$ cat src/rtl/m2m_pkg.sv
package m2m_pkg;

    typedef enum logic [1:0] {
        PH_IDLE  = 2'd0,
        PH_FETCH = 2'd1,
        PH_STORE = 2'd2,
        PH_TERM  = 2'd3
    } phase_e;

    localparam int NUM_PTR = 2;
    localparam int PTR_SRC = 0;
    localparam int PTR_DST = 1;
    localparam int BYTE_W  = 8;

    typedef struct packed {
        logic rd_n;
        logic wr_n;
        logic oe;
        logic term;
    } bus_ctl_t;

    function automatic bus_ctl_t decode_ctl(input phase_e ph);
        bus_ctl_t c;
        c.rd_n = 1'b1;
        c.wr_n = 1'b1;
        c.oe   = 1'b0;
        c.term = 1'b0;
        case (ph)
            PH_FETCH: c.rd_n = 1'b0;
            PH_STORE: begin
                c.wr_n = 1'b0;
                c.oe   = 1'b1;
            end
            PH_TERM:  c.term = 1'b1;
            default:  ;
        endcase
        return c;
    endfunction

    function automatic logic [NUM_PTR-1:0] step_mask(input phase_e ph);
        logic [NUM_PTR-1:0] m;
        m = '0;
        m[PTR_SRC] = (ph == PH_FETCH);
        m[PTR_DST] = (ph == PH_STORE);
        return m;
    endfunction

endpackage

$ cat src/rtl/m2m_ptr.sv
module m2m_ptr #(
    parameter int AW = 16
) (
    input  logic          clk,
    input  logic          rst,
    input  logic          load,
    input  logic [AW-1:0] load_val,
    input  logic          step,
    output logic [AW-1:0] ptr
);
    always_ff @(posedge clk) begin
        if (rst) begin
            ptr <= '0;
        end else if (load) begin
            ptr <= load_val;
        end else if (step) begin
            ptr <= ptr + AW'(1);
        end
    end
endmodule

$ cat src/rtl/m2m_cnt.sv
module m2m_cnt #(
    parameter int CW = 16
) (
    input  logic          clk,
    input  logic          rst,
    input  logic          load,
    input  logic [CW-1:0] load_val,
    input  logic          dec,
    output logic          last
);
    logic [CW-1:0] remain;

    always_ff @(posedge clk) begin
        if (rst) begin
            remain <= '0;
        end else if (load) begin
            remain <= load_val;
        end else if (dec) begin
            remain <= remain - CW'(1);
        end
    end

    assign last = (remain == CW'(1));
endmodule

$ cat src/rtl/m2m_fsm.sv
module m2m_fsm
    import m2m_pkg::*;
(
    input  logic   clk,
    input  logic   rst,
    input  logic   start,
    input  logic   len_nonzero,
    input  logic   last,
    output logic   accept,
    output phase_e phase
);
    phase_e phase_nx;

    assign accept = (phase == PH_IDLE) && start && len_nonzero;

    always_comb begin
        phase_nx = phase;
        case (phase)
            PH_IDLE:  if (accept) phase_nx = PH_FETCH;
            PH_FETCH: phase_nx = PH_STORE;
            PH_STORE: phase_nx = last ? PH_TERM : PH_FETCH;
            PH_TERM:  phase_nx = PH_IDLE;
            default:  phase_nx = PH_IDLE;
        endcase
    end

    always_ff @(posedge clk) begin
        if (rst) begin
            phase <= PH_IDLE;
        end else begin
            phase <= phase_nx;
        end
    end
endmodule

$ cat src/rtl/m2m_copy_seq.sv
module m2m_copy_seq
    import m2m_pkg::*;
#(
    parameter int AW = 16,
    parameter int CW = 16
) (
    input  logic              clk,
    input  logic              rst,
    input  logic              start,
    input  logic [AW-1:0]     src_base,
    input  logic [AW-1:0]     dst_base,
    input  logic [CW-1:0]     byte_cnt,
    input  logic [BYTE_W-1:0] data_in,
    output logic [AW-1:0]     mem_addr,
    output logic              mem_rd_n,
    output logic              mem_wr_n,
    output logic [BYTE_W-1:0] data_out,
    output logic              data_oe,
    output logic              busy,
    output logic              tc
);
    phase_e             phase;
    logic               accept;
    logic               last;
    bus_ctl_t           ctl;
    logic [NUM_PTR-1:0] steps;
    logic [AW-1:0]      base  [NUM_PTR];
    logic [AW-1:0]      cur   [NUM_PTR];
    logic [BYTE_W-1:0]  hold;

    m2m_fsm u_fsm (
        .clk         (clk),
        .rst         (rst),
        .start       (start),
        .len_nonzero (byte_cnt != '0),
        .last        (last),
        .accept      (accept),
        .phase       (phase)
    );

    m2m_cnt #(.CW(CW)) u_cnt (
        .clk      (clk),
        .rst      (rst),
        .load     (accept),
        .load_val (byte_cnt),
        .dec      (phase == PH_STORE),
        .last     (last)
    );

    assign base[PTR_SRC] = src_base;
    assign base[PTR_DST] = dst_base;
    assign steps         = step_mask(phase);

    for (genvar g = 0; g < NUM_PTR; g++) begin : g_ptr
        m2m_ptr #(.AW(AW)) u_ptr (
            .clk      (clk),
            .rst      (rst),
            .load     (accept),
            .load_val (base[g]),
            .step     (steps[g]),
            .ptr      (cur[g])
        );
    end

    always_ff @(posedge clk) begin
        if (rst) begin
            hold <= '0;
        end else if (phase == PH_FETCH) begin
            hold <= data_in;
        end
    end

    assign ctl      = decode_ctl(phase);
    assign mem_rd_n = ctl.rd_n;
    assign mem_wr_n = ctl.wr_n;
    assign data_oe  = ctl.oe;
    assign tc       = ctl.term;
    assign busy     = (phase != PH_IDLE);
    assign data_out = hold;
    assign mem_addr = (phase == PH_STORE) ? cur[PTR_DST] : cur[PTR_SRC];
endmodule

$ cat config.mk
export PLATFORM = sky130hd
export DESIGN_NAME = m2m_copy_seq
export DESIGN_NICKNAME = d
export VERILOG_FILES = /design/src/rtl/m2m_pkg.sv /design/src/rtl/m2m_ptr.sv /design/src/rtl/m2m_cnt.sv /design/src/rtl/m2m_fsm.sv /design/src/rtl/m2m_copy_seq.sv
export SDC_FILE = /design/constraint.sdc
export NUM_CORES = 1
export LEC_CHECK = 0
export ABC_AREA = 1
export BUFFER_PORTS_ARGS = -buffer_cell sky130_fd_sc_hd__buf_4
export CAP_MARGIN = 20
export CORE_MARGIN = 2
export CORE_UTILIZATION = 35
export CTS_CLUSTER_DIAMETER = 80
export DETAILED_ROUTE_END_ITERATION = 10
export GPL_TIMING_DRIVEN = 0
export PLACE_DENSITY = 0.57
export SLEW_MARGIN = 10
export SYNTH_ARGS = -nofsm -noshare
export SYNTH_HDL_FRONTEND = slang
export SYNTH_HIERARCHICAL = 1
export SYNTH_SLANG_ARGS = --single-unit
$ cat constraint.sdc
create_clock -name clk -period 5.11 [get_ports clk]
set_input_delay 0.511 -clock clk [delete_from_list [all_inputs] [get_ports clk]]
set_output_delay 0.511 -clock clk [all_outputs]
set_load 0.02 [all_outputs]
==> results of run 1 <==
[worst min path at each step]
| stage | start | endpoint |
|---|---|---|
| final | byte_cnt[2] | u_cnt/remain[2] |
| after detailed placement | data_out[2] | data_out[2] |
| after global placement | data_out[0] | data_out[0] |
| after floorplan | u_cnt/remain[9] | u_cnt/remain[9] |
| after CTS | byte_cnt[2] | u_cnt/remain[2] |
| after global routing | rst | u_cnt/remain[2] |
[routing by layer]
metal,vias to the layer above,track usage
met5,-,0
met4,0,0.06420
met3,12,0.03557
met2,103,0.2972
met1,1876,0.2614
li1,2144,-
[power by group]
group          leakage (nW)  switching (mW)  internal, mW
sequential            0.477          0.0571         0.492
clock                0.0872           0.186         0.187
combinational          1.72           0.228         0.164
total                  2.29           0.472         0.844
[worst register-to-register path: stages (launching register included)]
cell	delay [ns]
dfxtp_1	0.38
inv_1	0.14
nand2_2	0.07
nor2_1	0.78
buf_4	0.33
clkbuf_1	0.41
a22oi_1	0.18
a21oi_1	0.16
[state kept, by name, indices dropped and copies added, names as in the netlist]
signal,flops
u_fsm/phase,2
u_cnt/remain,16
data_out,8
g_ptr.u_ptr/ptr,32
[final cells by class]
type                            count  area [um^2]
Sequential cell                    58         1161
Clock inverter                      3        15.01
Clock buffer                       13        148.9
Fill cell                        1192         5953
Multi-Input combinational cell    462         2371
Tap cell                          140        175.2
Inverter                           70        265.3
Buffer                             16        97.59
Timing Repair Buffer               87        653.1
[kinds of logic (layout without fill, tap and decap cells)]
kind of cell | Yosys count | in the layout | synth area share
flops | 58 | 58 | 0.2981
fa+ha+maj | 4 | 4 | 0.01285
buf+inv | 86 | 189 | 0.09316
simple gates | 344 | 344 | 0.4025
xor+xnor | 17 | 17 | 0.04015
compound gates | 97 | 97 | 0.1532
[cells in the final DEF (no fill, tap or decap), types with 6 or more instances in the layout]
| cell type | n |
|---|---|
| nor2_2 | 18 |
| o21ai_0 | 13 |
| nand2_2 | 13 |
| nor2_4 | 8 |
| a22oi_1 | 29 |
| inv_1 | 67 |
| nor2_1 | 59 |
| clkbuf_8 | 10 |
| o21bai_1 | 6 |
| a21oi_1 | 38 |
| dfxtp_1 | 58 |
| clkbuf_1 | 9 |
| nand3_1 | 46 |
| nand4_1 | 7 |
| nand2_1 | 183 |
| buf_4 | 92 |
| xor2_1 | 12 |
[stage by stage]
step | worst slack (ns) | instance area [um^2] | power (mW)
detailed placement | 2.188 | 4723 | 0.9533
CTS | 2.550 | 4887 | 1.332
global route | 2.335 | 4887 | 1.402
global placement | 2.192 | 4723 | 0.9465
floorplan | 3.015 | 3895 | 0.8114
finish | 2.572 | 4887 | 1.316
==> flow_summary.ini, run 1 <==
[power]
power.density_mw_per_mm2 = 269.2
leakage_nw = 2.288
vdd_drop_max_v = 0.0001090

[placement]
dp_cells = 833
routabilityCongestion = 0.8444
portBuffers = 87
hpwl_um = 8400

[sta]
rsz0062_at_grt = no
fin_skew_ns = 0.01245
final_hold_viol_count = 0
tightest_slew_ns = 1.039
finalSetupTns_ns = 0
setup_violations = 0
fin_hold_ws_ns = 0.4531
fmax_mhz = 394.0
relSlewSlack = 0.3049
fin_crit_sh = 0.4967
fin_crit_ns = 2.538
drv_slew = 0

[synthesis]
synth_area_leader_cell = dfxtp_1
async_flop_share = 0
ys.flop_type = dfxtp_1
synth_edf_count = 0
netlist_top_cells_count = nand2_1, inv_1, nor2_1
synth_area_leaders = dfxtp_1, nand2_1, inv_1
synth_cells = 606
syn_area_mm2 = 0.003895
ys_seq_elements = 58
syn_nets = 669
synth-seq-area-share = 0.2981
syn_area_per_cell_um2 = 6.427
yosysUniqueCellTypes = 33
synth_top_area_frac = 0.2981
yosys_warnings = 6
synth_most_common_cell = nand2_1

[clock_tree]
clock_latency_ns = 0.35
ctsResizeCount = 0
path_clk_slew_ns = 0.07
cts-root-buf = clkbuf_8
cts_setup_buffers = 0
clock_sinks = 58
cts_tree = done
cts_max_level = 3
cts.path.max_buffers = 2
ctsHoldBuffers = 0
numCtsBuffers = 9

[worst_setup_path]
critPathTopFamily = simple AND/OR/NAND/NOR gates
r2r_cells = 7
cp_max_fo = 13
cp-startpoint = byte_cnt[9]
crit_cells = 11
r2r-start = u_fsm/phase[1]
worstReg2RegEnd = u_cnt/remain[11]
worstSetupEndpoint = u_cnt/remain[11]
critPathBufInv = 3
slowest_stage = nor2_1
crit_arrival_ns = 2.81
crit_type = primary input to register
reg2reg_setup_slack_ns = 2.60
crit_required_ns = 5.38
max_stage_delay_ns = 0.80
worstSetupEndpointType = register
critPathLaunchType = primary input
cp_cell_sequence = buf_4 -> nor2_1 -> nand2_1 -> nor2_1 -> nand2_1 -> nand2_1 -> nor2_1 -> buf_4 -> clkbuf_1 -> a22oi_1 -> a21oi_1

[floorplan]
pin_count = 88
row_count = 38
core_area_mm2 = 0.01084
die_y_um = 109.5
die_w_um = 109.5
fp.dieArea_mm2 = 0.01199
initial_core_util = 0.3593

[final_layout]
utilization = 0.4508
layout-drive-gt1-share = 0.2299
insertedDiodeCount = 0
nets = 767
area_delta_synth_final_pct = 25.47
fin_cells = 849

[route]
routed-wl-met3_um = 560
drc_errors = 0
drtAntennaViolNets = 0
firstDrtPassIters = 5
drtIter0Drc = 186
drt_wl_total_um = 11090
post_drt_via_cell_ratio = 4.870
wl_met2_um = 4995
routed.top_layer = met4
vias = 4135
wl_per_cell_um = 13.06
routedLengthMet1_um = 5351

[min_path]
whs_path_depth = 3
hp-class = primary input to register

[global_routing]
grt.overflow.total = 0
grt_max_degree = 21
grt_pass1_wl_um = 17910
grt.total_usage = 0.1898
grt_pass1_vias = 3763
antenna_found_initial = 0

[outcome]
status = complete, no violations

[run]
drv_cap = 0
(Power assumes the default switching activity.)
==> inputs of run 2 (changes only) <==
clock period = 2.51 ns   (was 5.11 ns; I/O delays follow)
==> flow_summary.ini, run 2 (synthesis results as in run 1) <==
[global_routing]
grt_pass1_wl_um = 17910
antenna_found_initial = 0
grt_pass1_vias = 3763
grt.overflow.total = 0
grt.total_usage = 0.1898
grt_max_degree = 21

[run]
drv_cap = 0

[final_layout]
final_common_cell = nand2_1
layout_common_cells = nand2_1, buf_4, inv_1
layout-drive-gt1-share = 0.2313
final_area_mm2 = 0.004890
area_delta_synth_final_pct = 25.54
insertedDiodeCount = 0
largest_register = g_ptr.u_ptr/ptr
nets = 767
largest_reg_flops = 32

[clock_tree]
path_clk_slew_ns = 0.07
numCtsBuffers = 9
cts_tree = done
cts_max_level = 3
cts.path.max_buffers = 2
cts-root-buf = clkbuf_8
cts_setup_buffers = 0
clock_sinks = 58
clock_latency_ns = 0.34

[floorplan]
initial_core_util = 0.3593
fp.dieArea_mm2 = 0.01199
die_y_um = 109.5
pin_count = 88
row_count = 38
core_area_mm2 = 0.01084
die_w_um = 109.5

[worst_setup_path]
crit_required_ns = 2.78
slowest_stage = nor2_2
critPathLaunchType = register
critPathBufInv = 3
crit_arrival_ns = 2.46
cp_cell_sequence = inv_1 -> nand2_2 -> nor2_2 -> buf_4 -> clkbuf_1 -> a22oi_1 -> a21oi_1
crit_type = register to register
max_stage_delay_ns = 0.49
worstSetupEndpointType = register
critPathTopFamily = buffers and inverters
cp_max_fo = 13

[placement]
hpwl_um = 8400
place_area_mm2 = 0.004723
portBuffers = 87
routabilityCongestion = 0.8444
dp_worst_setup_slack_ns = -0.1524

[outcome]
status = complete, no violations

[sta]
drv_slew = 0
fmax_mhz = 456.1
fin_crit_ns = 2.192
fin_crit_sh = 0.8734
tightest_slew_ns = 0.6345
relSlewSlack = 0.5765
final_hold_viol_count = 0
fin_skew_ns = 0.01018
setup_violations = 0
rsz0062_at_grt = no
setup_slack_ns = 0.3177

[power]
leakage_nw = 2.288
power_mw = 2.675
vdd_drop_max_v = 0.0002216
power.density_mw_per_mm2 = 547.1

[min_path]
hp-class = primary input to register

[route]
wl_per_cell_um = 13.02
vias = 4131
drtAntennaViolNets = 0
post_drt_via_cell_ratio = 4.866
drt_wl_total_um = 11060
drtIter0Drc = 186
drc_errors = 0
firstDrtPassIters = 5
run 2: cell counts in the layout (fill, tap and decap cells not counted):
Identical to the previous run, type by type.
run 2: metrics by stage:
step           std cells  hold WS (ns)    util  setup TNS (ns)
4_1_cts              849        0.1828  0.4511               0
2_1_floorplan        606        0.3204       -               0
3_3_place_gp         833        0.4741  0.4357          -1.388
5_1_grt              849        0.1963  0.4511               0
3_5_place_dp         833        0.4809  0.4357          -1.579
6_report             849        0.1961  0.4511               0
run 2: metal layers:
layer	routed length, um	share of wire	GRT usage	up-vias
li1	-	-	-	2144
met1	5260	0.48	0.2614	1863
met2	5010	0.45	0.2972	112
met3	605	0.055	0.03557	12
met4	180	0.016	0.06420	0
met5	0	0	0	-
run 2: what timing repair did:
| action | CTS | global route |
|---|---|---|
| hold buffers | 0 | 0 |
| gates resized for setup | 1 | 0 |
| hold endpoints to repair | 0 | 0 |
| endpoints found under the setup margin | 8 | 0 |
run 2: report_power, final:
| part | internal [mW] | switching, mW | total [mW] |
|---|---|---|---|
| registers | 1.00 | 0.116 | 1.12 |
| clock network | 0.381 | 0.376 | 0.757 |
| logic | 0.335 | 0.465 | 0.799 |
run 2: layout make-up:
type	instances	area, um^2
Clock buffer	13	148.9
Multi-Input combinational cell	462	2374
Timing Repair Buffer	87	653.1
Sequential cell	58	1161
Tap cell	140	175.2
Buffer	16	97.59
Inverter	70	265.3
Fill cell	1191	5951
Clock inverter	3	15.01
run 2: final timing paths:
kind / cells after the start / slack [ns] / endpoint / from
worst min register to register: 2 / 0.49 / data_out[4] / data_out[4]
worst max register to register: 7 / 0.32 / u_cnt/remain[11] / u_fsm/phase[1]
worst max-delay path: 7 / 0.32 / u_cnt/remain[11] / u_fsm/phase[1]
worst min-delay path: 3 / 0.20 / u_cnt/remain[2] / byte_cnt[2]
run 2: worst reg2reg max path, stage by stage (launching register included):
cell	delay [ns]
dfxtp_1	0.38
inv_1	0.14
nand2_2	0.08
nor2_2	0.49
buf_4	0.29
clkbuf_1	0.40
a22oi_1	0.18
a21oi_1	0.16
==> inputs of run 3 (changes only) <==
PLACE_DENSITY = 0.55   (was 0.57)
==> flow_summary.ini, run 3 (synthesis results as in run 1) <==
[route]
drtIter0Drc = 163
firstDrtPassIters = 5
vias = 4070
drt_wl_total_um = 10990
post_drt_via_cell_ratio = 4.794
drtAntennaViolNets = 0
wl_per_cell_um = 12.94
drc_errors = 0

[worst_setup_path]
crit_type = register to register
crit_arrival_ns = 2.45
slowest_stage = nor2_2
critPathTopFamily = simple AND/OR/NAND/NOR gates
critPathBufInv = 6
critPathLaunchType = register
worstSetupEndpointType = register
cpMostUsedCell = inv_1
max_stage_delay_ns = 0.51
cp_max_fo = 13
cp_cell_sequence = inv_1 -> nand2_2 -> nor2_2 -> buf_4 -> inv_1 -> nand2_2 -> inv_1 -> buf_4 -> nand2_1 -> nand3_1 -> nand2_1 -> inv_1
crit_required_ns = 2.75

[final_layout]
insertedDiodeCount = 0
final_area_mm2 = 0.004977
final_common_cell = nand2_1
nFillCells = 1172
largest_reg_flops = 32
area_delta_synth_final_pct = 27.79
layout_common_cells = nand2_1, buf_4, inv_1
nets = 767
layout-drive-gt1-share = 0.2355
fin_cells = 849
largest_register = g_ptr.u_ptr/ptr

[clock_tree]
clock_sinks = 58
cts_max_level = 3
ctsHoldBuffers = 0
cts_tree = done
numCtsBuffers = 9
cts.path.max_buffers = 2
clock_latency_ns = 0.34
cts-root-buf = clkbuf_8
path_clk_slew_ns = 0.07

[floorplan]
core_area_mm2 = 0.01084
die_y_um = 109.5
die_w_um = 109.5
initial_core_util = 0.3593
pin_count = 88
row_count = 38
fp.dieArea_mm2 = 0.01199

[sta]
tightest_slew_ns = 0.6580
fin_skew_ns = 0.01011
relSlewSlack = 0.5609
rsz0062_at_grt = no
setup_violations = 0
fmax_mhz = 452.4
setup_slack_ns = 0.2994
fin_crit_ns = 2.211
finalSetupTns_ns = 0
drv_slew = 0
fin_hold_ws_ns = 0.2014
final_hold_viol_count = 0
fin_crit_sh = 0.8807

[global_routing]
grt_max_degree = 21
grt_pass1_vias = 3784
grt.overflow.total = 0
grt.total_usage = 0.1925
antenna_found_initial = 0
grt_pass1_wl_um = 18200

[placement]
portBuffers = 87
dp_cells = 833
dp_worst_setup_slack_ns = -0.1409
place_area_mm2 = 0.004723
routabilityCongestion = 0.8523
hpwl_um = 8306

[run]
drv_cap = 0

[min_path]
hp-class = primary input to register

[power]
vdd_drop_max_v = 0.0003231
power.density_mw_per_mm2 = 608.1
leakage_nw = 2.331

[outcome]
status = complete, no violations
run 3: cell count changes in the layout (fill, tap and decap cells not counted):
cell	previous run	this run
clkbuf_8	10	11
clkbuf_1	9	6
clkinv_2	3	2
bufinv_16	0	3
run 3: final timing paths:
path / from / to / slack [ns] / depth (start not counted)
worst max-delay path: u_fsm/phase[1] / u_cnt/remain[4] / 0.30 / 12
worst min-delay path: data_in[4] / data_out[4] / 0.20 / 5
worst max register to register: u_fsm/phase[1] / u_cnt/remain[4] / 0.30 / 12
worst min register to register: data_out[7] / data_out[7] / 0.49 / 2
run 3: per-layer routing:
metal,GRT usage,up-vias,wire [um]
li1,-,2148,-
met1,0.2611,1817,5175
met2,0.3126,96,5128
met3,0.03438,9,557
met4,0.05515,0,126
met5,0,-,0
run 3: layout make-up:
class / instances / area [um^2] / share of cell area
clock inverter: 5 / 100.1 / 0.02011
clock buffer: 11 / 151.4 / 0.03042
timing repair buffer: 87 / 653.1 / 0.1312
multi-input combinational: 462 / 2374 / 0.4769
buffer: 16 / 97.59 / 0.01961
tap: 140 / 175.2 / 0.03519
sequential: 58 / 1161 / 0.2333
inverter: 70 / 265.3 / 0.05329
run 3: timing repair:
item,in CTS,in global routing
buffers inserted,0,0
resized for setup,1,0
endpoints found under the setup margin,5,0
run 3: report_power, final:
group / internal (mW) / switching, mW
logic: 0.334 / 0.466
clock network: 0.711 / 0.400
registers: 1.00 / 0.114
total: 2.05 / 0.980
run 3: worst min-delay path: cells and delay by family:
kind	cells	cell delay, ns
simple gates	3	0.15
buf+inv	2	0.10
run 3: through the flow:
step / utilization / total power, mW
after floorplan: - / 1.652
after global placement: 0.4357 / 1.928
after detailed placement: 0.4357 / 1.939
after CTS: 0.4591 / 3.060
after global routing: 0.4591 / 3.204
final: 0.4591 / 3.027
